$ cat src/rtl/unpk_pkg.sv
package unpk_pkg;
  localparam int GROUP = 4;
  localparam int PHASE_W = $clog2(GROUP);

  typedef struct packed {
    logic               capture;
    logic [PHASE_W-1:0] phase;
    logic               load;
    logic               shift;
  } unpkStrobe_t;
endpackage

$ cat src/rtl/unpk_ctrl.sv
module unpk_ctrl
  import unpk_pkg::*;
(
  input  logic        clk,
  input  logic        rstN,
  input  logic        lineValid,
  output unpkStrobe_t strobe,
  output logic        outValid
);
  localparam int LEFT_W = $clog2(GROUP + 1);

  logic               lineValidQ;
  logic [PHASE_W-1:0] phaseQ;
  logic [PHASE_W-1:0] curPhase;
  logic [LEFT_W-1:0]  leftQ;
  logic               rise;

  always_comb begin
    rise           = lineValid & ~lineValidQ;
    curPhase       = rise ? '0 : phaseQ;
    strobe.capture = lineValid;
    strobe.phase   = curPhase;
    strobe.load    = lineValid && (curPhase == PHASE_W'(GROUP - 1));
    strobe.shift   = (leftQ > LEFT_W'(1)) && !strobe.load;
  end

  always_ff @(posedge clk) begin
    if (!rstN) begin
      lineValidQ <= 1'b0;
      phaseQ     <= '0;
      leftQ      <= '0;
    end else begin
      lineValidQ <= lineValid;
      if (lineValid) phaseQ <= curPhase + PHASE_W'(1);
      if (strobe.load)        leftQ <= LEFT_W'(GROUP);
      else if (leftQ != '0)   leftQ <= leftQ - LEFT_W'(1);
    end
  end

  assign outValid = (leftQ != '0);


  load_valid_chk: assert property (@(posedge clk) disable iff (!rstN)
    strobe.load |=> outValid);


  left_range_chk: assert property (@(posedge clk) disable iff (!rstN)
    leftQ <= LEFT_W'(GROUP));


  load_span_chk: assert property (@(posedge clk) disable iff (!rstN)
    strobe.load |-> ($past(lineValid, 1) && $past(lineValid, 2) && $past(lineValid, 3)));
endmodule

$ cat src/rtl/unpk_datapath.sv
module unpk_datapath
  import unpk_pkg::*;
#(
  parameter int DATA_W = 8
) (
  input  logic              clk,
  input  logic              rstN,
  input  unpkStrobe_t       strobe,
  input  logic              fmt422,
  input  logic              lumaTwos,
  input  logic              chromaTwos,
  input  logic [DATA_W-1:0] lumaIn,
  input  logic [DATA_W-1:0] chromaIn,
  output logic [DATA_W-1:0] lumaOut,
  output logic [DATA_W-1:0] chromaOut
);
  localparam int SLICE_W = DATA_W / GROUP;

  logic [DATA_W-1:0] lumaBuf   [GROUP-1];
  logic [DATA_W-1:0] chromaBuf [GROUP-1];
  logic [DATA_W-1:0] lumaGrp   [GROUP];
  logic [DATA_W-1:0] chromaGrp [GROUP];
  logic [DATA_W-1:0] lumaBank  [GROUP];
  logic [DATA_W-1:0] chromaBank[GROUP];
  logic [DATA_W-1:0] uPacked;
  logic [DATA_W-1:0] vPacked;

  function automatic logic [DATA_W-1:0] recode(input logic [DATA_W-1:0] val, input logic twos);
    return twos ? val : {~val[DATA_W-1], val[DATA_W-2:0]};
  endfunction

  always_ff @(posedge clk) begin
    if (!rstN) begin
      for (int i = 0; i < GROUP - 1; i++) begin
        lumaBuf[i]   <= '0;
        chromaBuf[i] <= '0;
      end
    end else if (strobe.capture && (strobe.phase < PHASE_W'(GROUP - 1))) begin
      lumaBuf[strobe.phase]   <= lumaIn;
      chromaBuf[strobe.phase] <= chromaIn;
    end
  end

  generate
    for (genvar g = 0; g < GROUP; g++) begin : gGrp
      if (g < GROUP - 1) begin : gHeld
        assign lumaGrp[g]   = lumaBuf[g];
        assign chromaGrp[g] = chromaBuf[g];
      end else begin : gLive
        assign lumaGrp[g]   = lumaIn;
        assign chromaGrp[g] = chromaIn;
      end
      assign uPacked[DATA_W-1-g*SLICE_W -: SLICE_W] = chromaGrp[g][DATA_W-1 -: SLICE_W];
      assign vPacked[DATA_W-1-g*SLICE_W -: SLICE_W] = chromaGrp[g][DATA_W-1-SLICE_W -: SLICE_W];
    end
  endgenerate

  always_ff @(posedge clk) begin
    if (!rstN) begin
      for (int i = 0; i < GROUP; i++) begin
        lumaBank[i]   <= '0;
        chromaBank[i] <= '0;
      end
    end else if (strobe.load) begin
      for (int i = 0; i < GROUP; i++) begin
        lumaBank[i]   <= recode(lumaGrp[i], lumaTwos);
        chromaBank[i] <= recode(fmt422 ? chromaGrp[i] : ((i % 2 == 0) ? uPacked : vPacked),
                                chromaTwos);
      end
    end else if (strobe.shift) begin
      for (int i = 0; i < GROUP - 1; i++) begin
        lumaBank[i]   <= lumaBank[i+1];
        chromaBank[i] <= chromaBank[i+1];
      end
    end
  end

  assign lumaOut   = lumaBank[0];
  assign chromaOut = chromaBank[0];


  hold_stable_chk: assert property (@(posedge clk) disable iff (!rstN)
    (!strobe.load && !strobe.shift) |=> ($stable(lumaOut) && $stable(chromaOut)));
endmodule

$ cat src/rtl/chroma_unpacker.sv
module chroma_unpacker
  import unpk_pkg::*;
#(
  parameter int DATA_W = 8
) (
  input  logic              clk,
  input  logic              rstN,
  input  logic              lineValid,
  input  logic              fmt422,
  input  logic              lumaTwos,
  input  logic              chromaTwos,
  input  logic [DATA_W-1:0] lumaIn,
  input  logic [DATA_W-1:0] chromaIn,
  output logic [DATA_W-1:0] lumaOut,
  output logic [DATA_W-1:0] chromaOut,
  output logic              outValid
);
  unpkStrobe_t strobe;

  unpk_ctrl i_ctrl (
    .clk       (clk),
    .rstN      (rstN),
    .lineValid (lineValid),
    .strobe    (strobe),
    .outValid  (outValid)
  );

  unpk_datapath #(.DATA_W(DATA_W)) i_datapath (
    .clk        (clk),
    .rstN       (rstN),
    .strobe     (strobe),
    .fmt422     (fmt422),
    .lumaTwos   (lumaTwos),
    .chromaTwos (chromaTwos),
    .lumaIn     (lumaIn),
    .chromaIn   (chromaIn),
    .lumaOut    (lumaOut),
    .chromaOut  (chromaOut)
  );
endmodule

$ cat config.mk
export PLATFORM = sky130hd
export DESIGN_NAME = chroma_unpacker
export DESIGN_NICKNAME = d
export VERILOG_FILES = /design/src/rtl/unpk_pkg.sv /design/src/rtl/unpk_ctrl.sv /design/src/rtl/unpk_datapath.sv /design/src/rtl/chroma_unpacker.sv
export SDC_FILE = /design/constraint.sdc
export NUM_CORES = 1
export LEC_CHECK = 0
export ABC_AREA = 1
export BUFFER_PORTS_ARGS = -buffer_cell sky130_fd_sc_hd__buf_2
export CELL_PAD_IN_SITES_DETAIL_PLACEMENT = 0
export CELL_PAD_IN_SITES_GLOBAL_PLACEMENT = 1
export CORE_MARGIN = 10
export CORE_UTILIZATION = 45
export DETAILED_ROUTE_END_ITERATION = 10
export PLACE_DENSITY_LB_ADDON = 0.25
export SLEW_MARGIN = 20
export SYNTH_ARGS = -nofsm -noshare
export SYNTH_HDL_FRONTEND = slang
export SYNTH_SLANG_ARGS = --single-unit
export TNS_END_PERCENT = 20
$ cat constraint.sdc
create_clock -name clk -period 5.1 [get_ports clk]
set_input_delay 0.255 -clock clk [delete_from_list [all_inputs] [get_ports clk]]
set_output_delay 0.255 -clock clk [all_outputs]
set_load 0.05 [all_outputs]
==> results.yml, run 1 <==
outcome:
  status: "completed"
min_path:
  hold_start: "lineValid"
  holdPathEnd: "i_ctrl.phaseQ[1]"
  worstHoldPathType: "in2reg"
  whs_path_depth: 2
global_routing:
  grt_max_degree: 51
  overflow: 0
  grt_pass1_wl_um: 17700
  grt_antenna_before_repair: 0
  track_usage_pct: 14.0
  grt_pass1_vias: 3462
cts:
  clk_pin_slew_ps: 50
  htreeDepth: 4
  cts_hold_buffers: 0
  clk_latency_ps: 410
  cts_root_buf: "clkbuf_16"
  cts.repair.resized: 0
  cts_tree: "done"
  cts_setup_buffers: 0
  numClockSinks: 118
  cts-buffers-inserted: 17
  clock_path_buffers: 2
finish:
  final_core_util_pct: 52.7
  antennaDiodeCount: 0
  layout-drive-gt1-share_pct: 15.7
  area_growth_pct: 13.8
  final_nets: 556
  finalNonFillerCells: 683
  final_cell_mix: "nand2_1 (166), edfxtp_1 (112), nor2_1 (58), nand3_1 (57), buf_2 (38)"
  final_common_cell: "nand2_1"
floorplan:
  core.rowCount: 39
  die_w_um: 129
  design.die.area_um2: 16600
  core_um2: 11500
  start_util_pct: 46.3
  io_pins: 39
  fp.dieH_um: 129
sta:
  slew_headroom_pct: 39.1
  fin_crit_sh_pct: 63.6
  tightest_slew_ps: 912
  hold_viol: 0
  whs_ps: 125
  rsz0062_at_grt: "no"
  fmax_ghz: 0.308
  min_period_ps: 3250
  fin_worst_skew_ps: 9.49
  setup_viol: 0
  slew_viol_final: 0
  tns_ps: 0
placement:
  place_hpwl_um: 7230
  place.gp.congestion: 0.818
  io_buffer_count: 38
  place_inst: 650
drt:
  wire_per_inst_um: 15.9
  routed-via-count: 3410
  drt_wl_total_um: 10900
  dr.pass1.iters: 4
  drt-initial-drc-count: 276
  route.detailed.drc: 0
  routed_via_density: 4.99
  ant_nets: 0
critical_path:
  cp-end-kind: "register"
  worstPathArrival_ps: 3190
  worstReg2RegStart: "i_ctrl.lineValidQ"
  required_ps: 5050
  worstSetupStartpointType: "register"
  r2r_slack_ps: 1850
  critPathKind: "reg2reg"
  reg2reg_depth: 7
  crit_fanout: 21
  r2r_end: "i_datapath.chromaBank[0][16]"
power:
  p_sw_share_pct: 32.0
  p_clk_share_pct: 37.1
  power_density_nw_per_um2: 561
  power_frac_comb_pct: 21.4
  p_int_mw: 2.32
  ir_drop_mv: 0.221
  seqPwrFrac_pct: 41.5
  leakage_nw: 2.75
  p_switching_mw: 1.09
synthesis:
  netlist_area_um2: 5340
  syn_inst: 506
  synthDistinctLibCells: 25
  synth_compound_area_share_pct: 2.18
  synth_area_per_cell_um2: 10.5
  ys_seq_area_share_pct: 65.3
  syn_nets: 535
  synth_xor_area_share_pct: 0.821
  yosysWarnings: 0
  synth-simple-area-share_pct: 22.5
  yosys_register_bits: 118
  synth.area.mux_share_pct: 0
  synthAdderAreaFrac_pct: 1.64
  synth_top_family_by_area: "simple AND/OR/NAND/NOR gates"
flow_run:
  drv_cap: 0
-- power by group through the flow --
stage / sequential (mW) / clock, mW / combinational (mW)
final: 1.41 / 1.26 / 0.731
after global routing: 1.44 / 1.32 / 0.808
after CTS: 1.42 / 1.28 / 0.742
after detailed placement: 1.44 / 0 / 0.740
after global placement: 1.43 / 0 / 0.728
after floorplan: 1.42 / 0 / 0.671
-- metal layers --
metal  vias up  part of all wire [%]  track usage, %  wire length, um
met4         0                   1.1            5.15              123
met5         -                     0               0                0
li1       1713                     -               -                -
met2        82                    46            21.1             4950
met1      1604                    46            18.3             5010
met3        11                   7.1            4.76              765
-- synthesized netlist by cell type --
master,n,area (um^2)
nand2_1,166,623
edfxtp_1,112,3360
nor2_1,58,218
nand3_1,57,285
inv_1,25,93.8
buf_4,18,135
a21oi_1,12,60.1
buf_6,10,113
buf_2,7,35.0
ha_1,7,87.6
dfxtp_1,6,120
o21ai_0,4,20.0
xnor2_1,4,35.0
clkbuf_1,3,11.3
inv_2,3,11.3
nand2_4,3,33.8
nand2_2,2,12.5
nor2_4,2,22.5
buf_1,1,3.75
o211a_1,1,10.0
o211ai_1,1,7.51
o21a_1,1,7.51
o21bai_2,1,11.3
or2_2,1,6.26
xor2_1,1,8.76
-- layout make-up --
class                      instances  area [um^2]
timing repair buffer              41          225
clock inverter                    15          205
multi-input combinational        321         1450
sequential                       118         3480
tap                              143          179
fill                            1012         5440
clock buffer                      17          425
inverter                          28          105
-- worst max-delay path, stage by stage, from the launching register on --
cell and delay (ps):
dfxtp_1 300, o21ai_0 340, inv_1 140, ha_1 270
nand2_2 130, nand2_1 480, inv_2 490, nand3_1 620
-- state kept, by name (all words and copies together), names as in the netlist --
name,count
i_ctrl.leftQ,3
i_ctrl.phaseQ,2
i_ctrl.lineValidQ,1
i_datapath.lumaBuf,24
i_datapath.lumaBank,32
i_datapath.chromaBuf,24
i_datapath.chromaBank,32
-- per-stage QoR --
stage	total power, mW	setup WS [ps]	area (um^2)
2_1_floorplan	2.09	2500	5340
3_3_place_gp	2.16	1800	5420
3_5_place_dp	2.18	1630	5420
4_1_cts	3.44	1810	6050
5_1_grt	3.57	1440	6070
6_report	3.41	1850	6070
-- kinds of logic (layout without fill, tap and decap cells) --
kind of cell	count (synthesis)	after routing
AO/OA/AOI/OAI	20	20
XOR/XNOR	5	5
adder cells (fa/ha/maj)	7	7
buffers and inverters	67	101
flip-flops	118	118
AND/OR/NAND/NOR	289	289
-- how the worst max path moves through the flow --
stage,startpoint,to,slack (ps),cells past startpoint
finish,i_ctrl.lineValidQ,i_datapath.chromaBank[0][16],1850,7
global route,i_ctrl.lineValidQ,i_datapath.chromaBank[0][18],1440,7
CTS,i_ctrl.lineValidQ,i_datapath.chromaBank[0][18],1810,7
detailed placement,lineValid,i_datapath.chromaBank[0][18],1630,9
global placement,lineValid,i_datapath.chromaBank[0][17],1800,9
floorplan,i_ctrl.lineValidQ,i_datapath.chromaBank[0][0],2500,8
Power figures use the tool's default switching activity.
==> inputs of run 2 (changes only) <==
clock period = 3.1 ns   (was 5.1 ns; I/O delays follow)
==> results.yml, run 2 (same netlist as run 1, synthesis figures left out) <==
floorplan:
  start_util_pct: 46.3
  fp.dieH_um: 129
  core_um2: 11500
  core.rowCount: 39
  design.die.area_um2: 16600
  die_w_um: 129
  io_pins: 39
drt:
  wire_per_inst_um: 16.4
  drt-initial-drc-count: 322
  ant_nets: 0
  routed-via-count: 3416
  routed_via_density: 4.96
  drt_wl_total_um: 11300
  dr.pass1.iters: 5
  route.detailed.drc: 0
sta:
  tightest_slew_ps: 751
  slew_viol_final: 0
  rsz0062_at_grt: "no"
  hold_viol: 0
  fin_crit_sh_pct: 82.3
  min_period_ps: 2550
  fmax_ghz: 0.392
  setup_viol: 0
  worst_slack_ps: 548
  slew_headroom_pct: 49.8
  tns_ps: 0
  fin_worst_skew_ps: 6.07
power:
  p_sw_share_pct: 31.4
  ir_drop_mv: 0.579
  fin_total_pwr_mw: 5.69
  seqPwrFrac_pct: 40.9
  power_frac_comb_pct: 22.0
  leakage_nw: 2.78
  p_switching_mw: 1.79
  power_density_nw_per_um2: 928
  p_int_mw: 3.90
  p_clk_share_pct: 37.1
finish:
  ff_latch_area_um2: 3480
  fin_area_um2: 6120
  final_nets: 562
  final_cell_mix: "nand2_1 (166), edfxtp_1 (112), nor2_1 (58), nand3_1 (57), buf_2 (38)"
  biggestRegsByFlops: "i_datapath.chromaBank (32), i_datapath.lumaBank (32)"
  final_common_cell: "nand2_1"
  layout-drive-gt1-share_pct: 16.1
  area_growth_pct: 14.8
  final_core_util_pct: 53.2
  nFillCells: 1046
  antennaDiodeCount: 0
  multi_input_area_um2: 1450
global_routing:
  overflow: 0
  grt_pass1_wl_um: 18500
  grt_antenna_before_repair: 0
  grt_max_degree: 49
  grt_pass1_vias: 3416
  track_usage_pct: 14.6
placement:
  dpl-instance-area_um2: 5480
  place_hpwl_um: 7680
  place.gp.congestion: 0.791
  io_buffer_count: 38
  pre_cts_ws_ps: 617
cts:
  cts_root_buf: "clkbuf_16"
  htreeDepth: 4
  numClockSinks: 118
  clk_latency_ps: 420
  cts-buffers-inserted: 17
  clock_path_buffers: 2
  cts_tree: "done"
  cts.repair.resized: 0
  clk_pin_slew_ps: 50
critical_path:
  worstPathArrival_ps: 2600
  cp-end-kind: "register"
  crit_fanout: 17
  required_ps: 3150
  critPathKind: "in2reg"
  worstSetupStartpointType: "primary input"
flow_run:
  drv_cap: 0
min_path:
  worstHoldPathType: "in2reg"
outcome:
  status: "completed"
## run 2: repair_timing
action,CTS,global route
hold buffers,1,0
endpoints found under the setup margin,0,0
setup buffers,0,0
endpoints found under the hold margin,1,0
## run 2: final cells by class
class / instances / share of cell area (%)
flip-flops and latches: 118 / 56.9
repair buffers: 47 / 4.45
clock inverters: 15 / 3.43
multi-input cells: 321 / 23.7
inverters: 28 / 1.72
clock buffers: 17 / 6.95
well taps: 143 / 2.92
## run 2: through the flow
stage,hold slack [ps],std cells
4_1_cts,53.3,689
3_3_place_gp,434,656
2_1_floorplan,244,506
3_5_place_dp,437,656
6_report,57.9,689
5_1_grt,70.5,689
## run 2: critical path: stages
cell           delay, ps
dlygate4sd3_1        520
buf_2                170
inv_1                 60
o21ai_0              300
inv_1                140
ha_1                 270
nor2_4               210
nand2_4              170
nand2_1              600
## run 2: routing by layer
| metal | part of all wire (%) | wire, um | GRT usage (%) | vias to the layer above |
|---|---|---|---|---|
| met2 | 43 | 4840 | 20.2 | 107 |
| met4 | 1.6 | 180 | 6.62 | 0 |
| met1 | 49 | 5530 | 20.3 | 1573 |
| met3 | 6.7 | 762 | 4.80 | 14 |
| li1 | - | - | - | 1722 |
| met5 | 0 | 0 | 0 | - |
## run 2: power groups by stage
| stage | sequential, mW | combinational, mW | clock, mW |
|---|---|---|---|
| 2_1_floorplan | 2.33 | 1.10 | 0 |
| 3_3_place_gp | 2.35 | 1.25 | 0 |
| 3_5_place_dp | 2.36 | 1.27 | 0 |
| 4_1_cts | 2.33 | 1.28 | 2.14 |
| 5_1_grt | 2.37 | 1.38 | 2.21 |
| 6_report | 2.32 | 1.25 | 2.11 |
## run 2: final timing paths
path                     start                         end  slack [ps]  cells after the start
max                  lineValid  i_datapath.chromaBuf[1][3]         550                      9
min                       rstN             i_ctrl.leftQ[2]          60                      3
max reg2reg  i_ctrl.lineValidQ  i_datapath.chromaBuf[1][3]         720                      6
min reg2reg    i_ctrl.leftQ[2]             i_ctrl.leftQ[2]         510                      3
==> inputs of run 3 (changes only) <==
CORE_UTILIZATION = 43   (was 45)
clock period = 2.25 ns   (was 3.1 ns; I/O delays follow)
==> results.yml, run 3 (same netlist as run 1, synthesis figures left out) <==
sta:
  min_period_ps: 2080
  worst_slack_ps: 171
  tightest_slew_ps: 652
  fmax_ghz: 0.481
  fin_crit_sh_pct: 92.4
  hold_viol: 0
  rsz0062_at_grt: "yes"
  tns_ps: 0
  setup_viol: 0
  slew_viol_final: 0
  slew_headroom_pct: 56.4
  fin_worst_skew_ps: 5.19
floorplan:
  core.rowCount: 40
  io_pins: 39
  fp.dieH_um: 131
  start_util_pct: 44.2
  die_w_um: 131
  core_um2: 12100
  design.die.area_um2: 17300
global_routing:
  grt_antenna_before_repair: 0
  track_usage_pct: 14.0
  grt_pass1_wl_um: 19000
  overflow: 0
  grt_max_degree: 38
  grt_pass1_vias: 3513
finish:
  biggestRegsByFlops: "i_datapath.chromaBank (32), i_datapath.lumaBank (32)"
  fin_area_um2: 6190
  area_growth_pct: 16.0
  antennaDiodeCount: 0
  final_nets: 569
  nFillCells: 1095
  final_cell_mix: "nand2_1 (165), edfxtp_1 (112), nor2_1 (58), nand3_1 (54), buf_2 (38)"
  layout-drive-gt1-share_pct: 17.5
  final_common_cell: "nand2_1"
  final_core_util_pct: 51.3
drt:
  routed_via_density: 4.89
  dr.pass1.iters: 5
  routed-via-count: 3529
  route.detailed.drc: 0
  drt-initial-drc-count: 503
  drt_wl_total_um: 11800
  ant_nets: 0
  wire_per_inst_um: 16.4
cts:
  cts-buffers-inserted: 17
  clk_latency_ps: 420
  clk_pin_slew_ps: 50
  cts_tree: "done"
  cts_root_buf: "clkbuf_16"
  cts_hold_buffers: 0
  clock_path_buffers: 2
  htreeDepth: 4
  numClockSinks: 118
placement:
  pre_cts_ws_ps: -352
  dpl-instance-area_um2: 5570
  place_hpwl_um: 7710
  io_buffer_count: 38
  place.gp.congestion: 0.825
critical_path:
  required_ps: 2270
  cp-end-kind: "register"
  critPathKind: "reg2reg"
  worstSetupStartpointType: "register"
  crit_fanout: 16
  worstPathArrival_ps: 2100
power:
  leakage_nw: 2.81
  ir_drop_mv: 0.707
  fin_total_pwr_mw: 7.74
  power_density_nw_per_um2: 1250
flow_run:
  drv_cap: 0
min_path:
  worstHoldPathType: "in2reg"
outcome:
  status: "completed"
-- run 3: cell types whose count changed in the layout (fill, tap and decap cells not counted), sizes merged --
| cell | previous run | this run |
|---|---|---|
| buf | 46 | 52 |
| bufinv | 5 | 4 |
| clkbuf | 17 | 19 |
| clkinv | 5 | 9 |
| clkinvlp | 5 | 0 |
| dlygate4sd3 | 1 | 0 |
| nor2 | 60 | 62 |
-- run 3: where the power goes --
part           switching [mW]  internal (mW)
Clock                   0.912           1.82
Combinational            1.40          0.404
Sequential              0.142           3.06
Total                    2.45           5.29
-- run 3: metal layers --
metal	up-vias	routed length [um]	global-route usage, %
met2	108	4980	19.2
met4	0	223	5.50
met1	1664	5860	19.8
met5	-	0	0
li1	1735	-	-
met3	22	756	4.57
-- run 3: final timing paths --
kind	start	end	slack, ps	cells past startpoint
hold reg to reg	i_datapath.lumaBuf[1][4]	i_datapath.lumaBank[0][12]	520	2
setup / recovery	i_ctrl.lineValidQ	i_datapath.lumaBank[0][15]	170	7
setup reg to reg	i_ctrl.lineValidQ	i_datapath.lumaBank[0][15]	170	7
hold / removal	lineValid	i_ctrl.phaseQ[1]	30	3
-- run 3: area by class of cell --
class	count	area [um^2]	share of cell area, %
clock buffers	19	433	7.00
inverters	28	105	1.70
repair buffers	52	312	5.03
clock inverters	13	161	2.61
flip-flops and latches	118	3480	56.3
multi-input cells	323	1480	24.0
well taps	168	210	3.40
-- run 3: timing repair --
item | in CTS | in global routing
gates cloned | 1 | 1
endpoints found under the hold margin | 0 | 0
gates resized for setup | 2 | 1
setup buffers | 0 | 0
pin swaps | 1 | 1
endpoints found under the setup margin | 21 | 76
-- run 3: critical path, cell delays in order, from the launching register on --
cell	delay, ps
dfxtp_1	300
o21ai_0	220
inv_1	120
ha_1	260
nand2_2	210
nand2_2	100
inv_2	120
nand3_2	360
-- run 3: per-stage QoR --
step / cells / hold WS [ps]
after global placement: 687 / 445
final: 721 / 25.9
after CTS: 720 / 13.0
after floorplan: 506 / 202
after detailed placement: 687 / 451
after global routing: 721 / 40.7
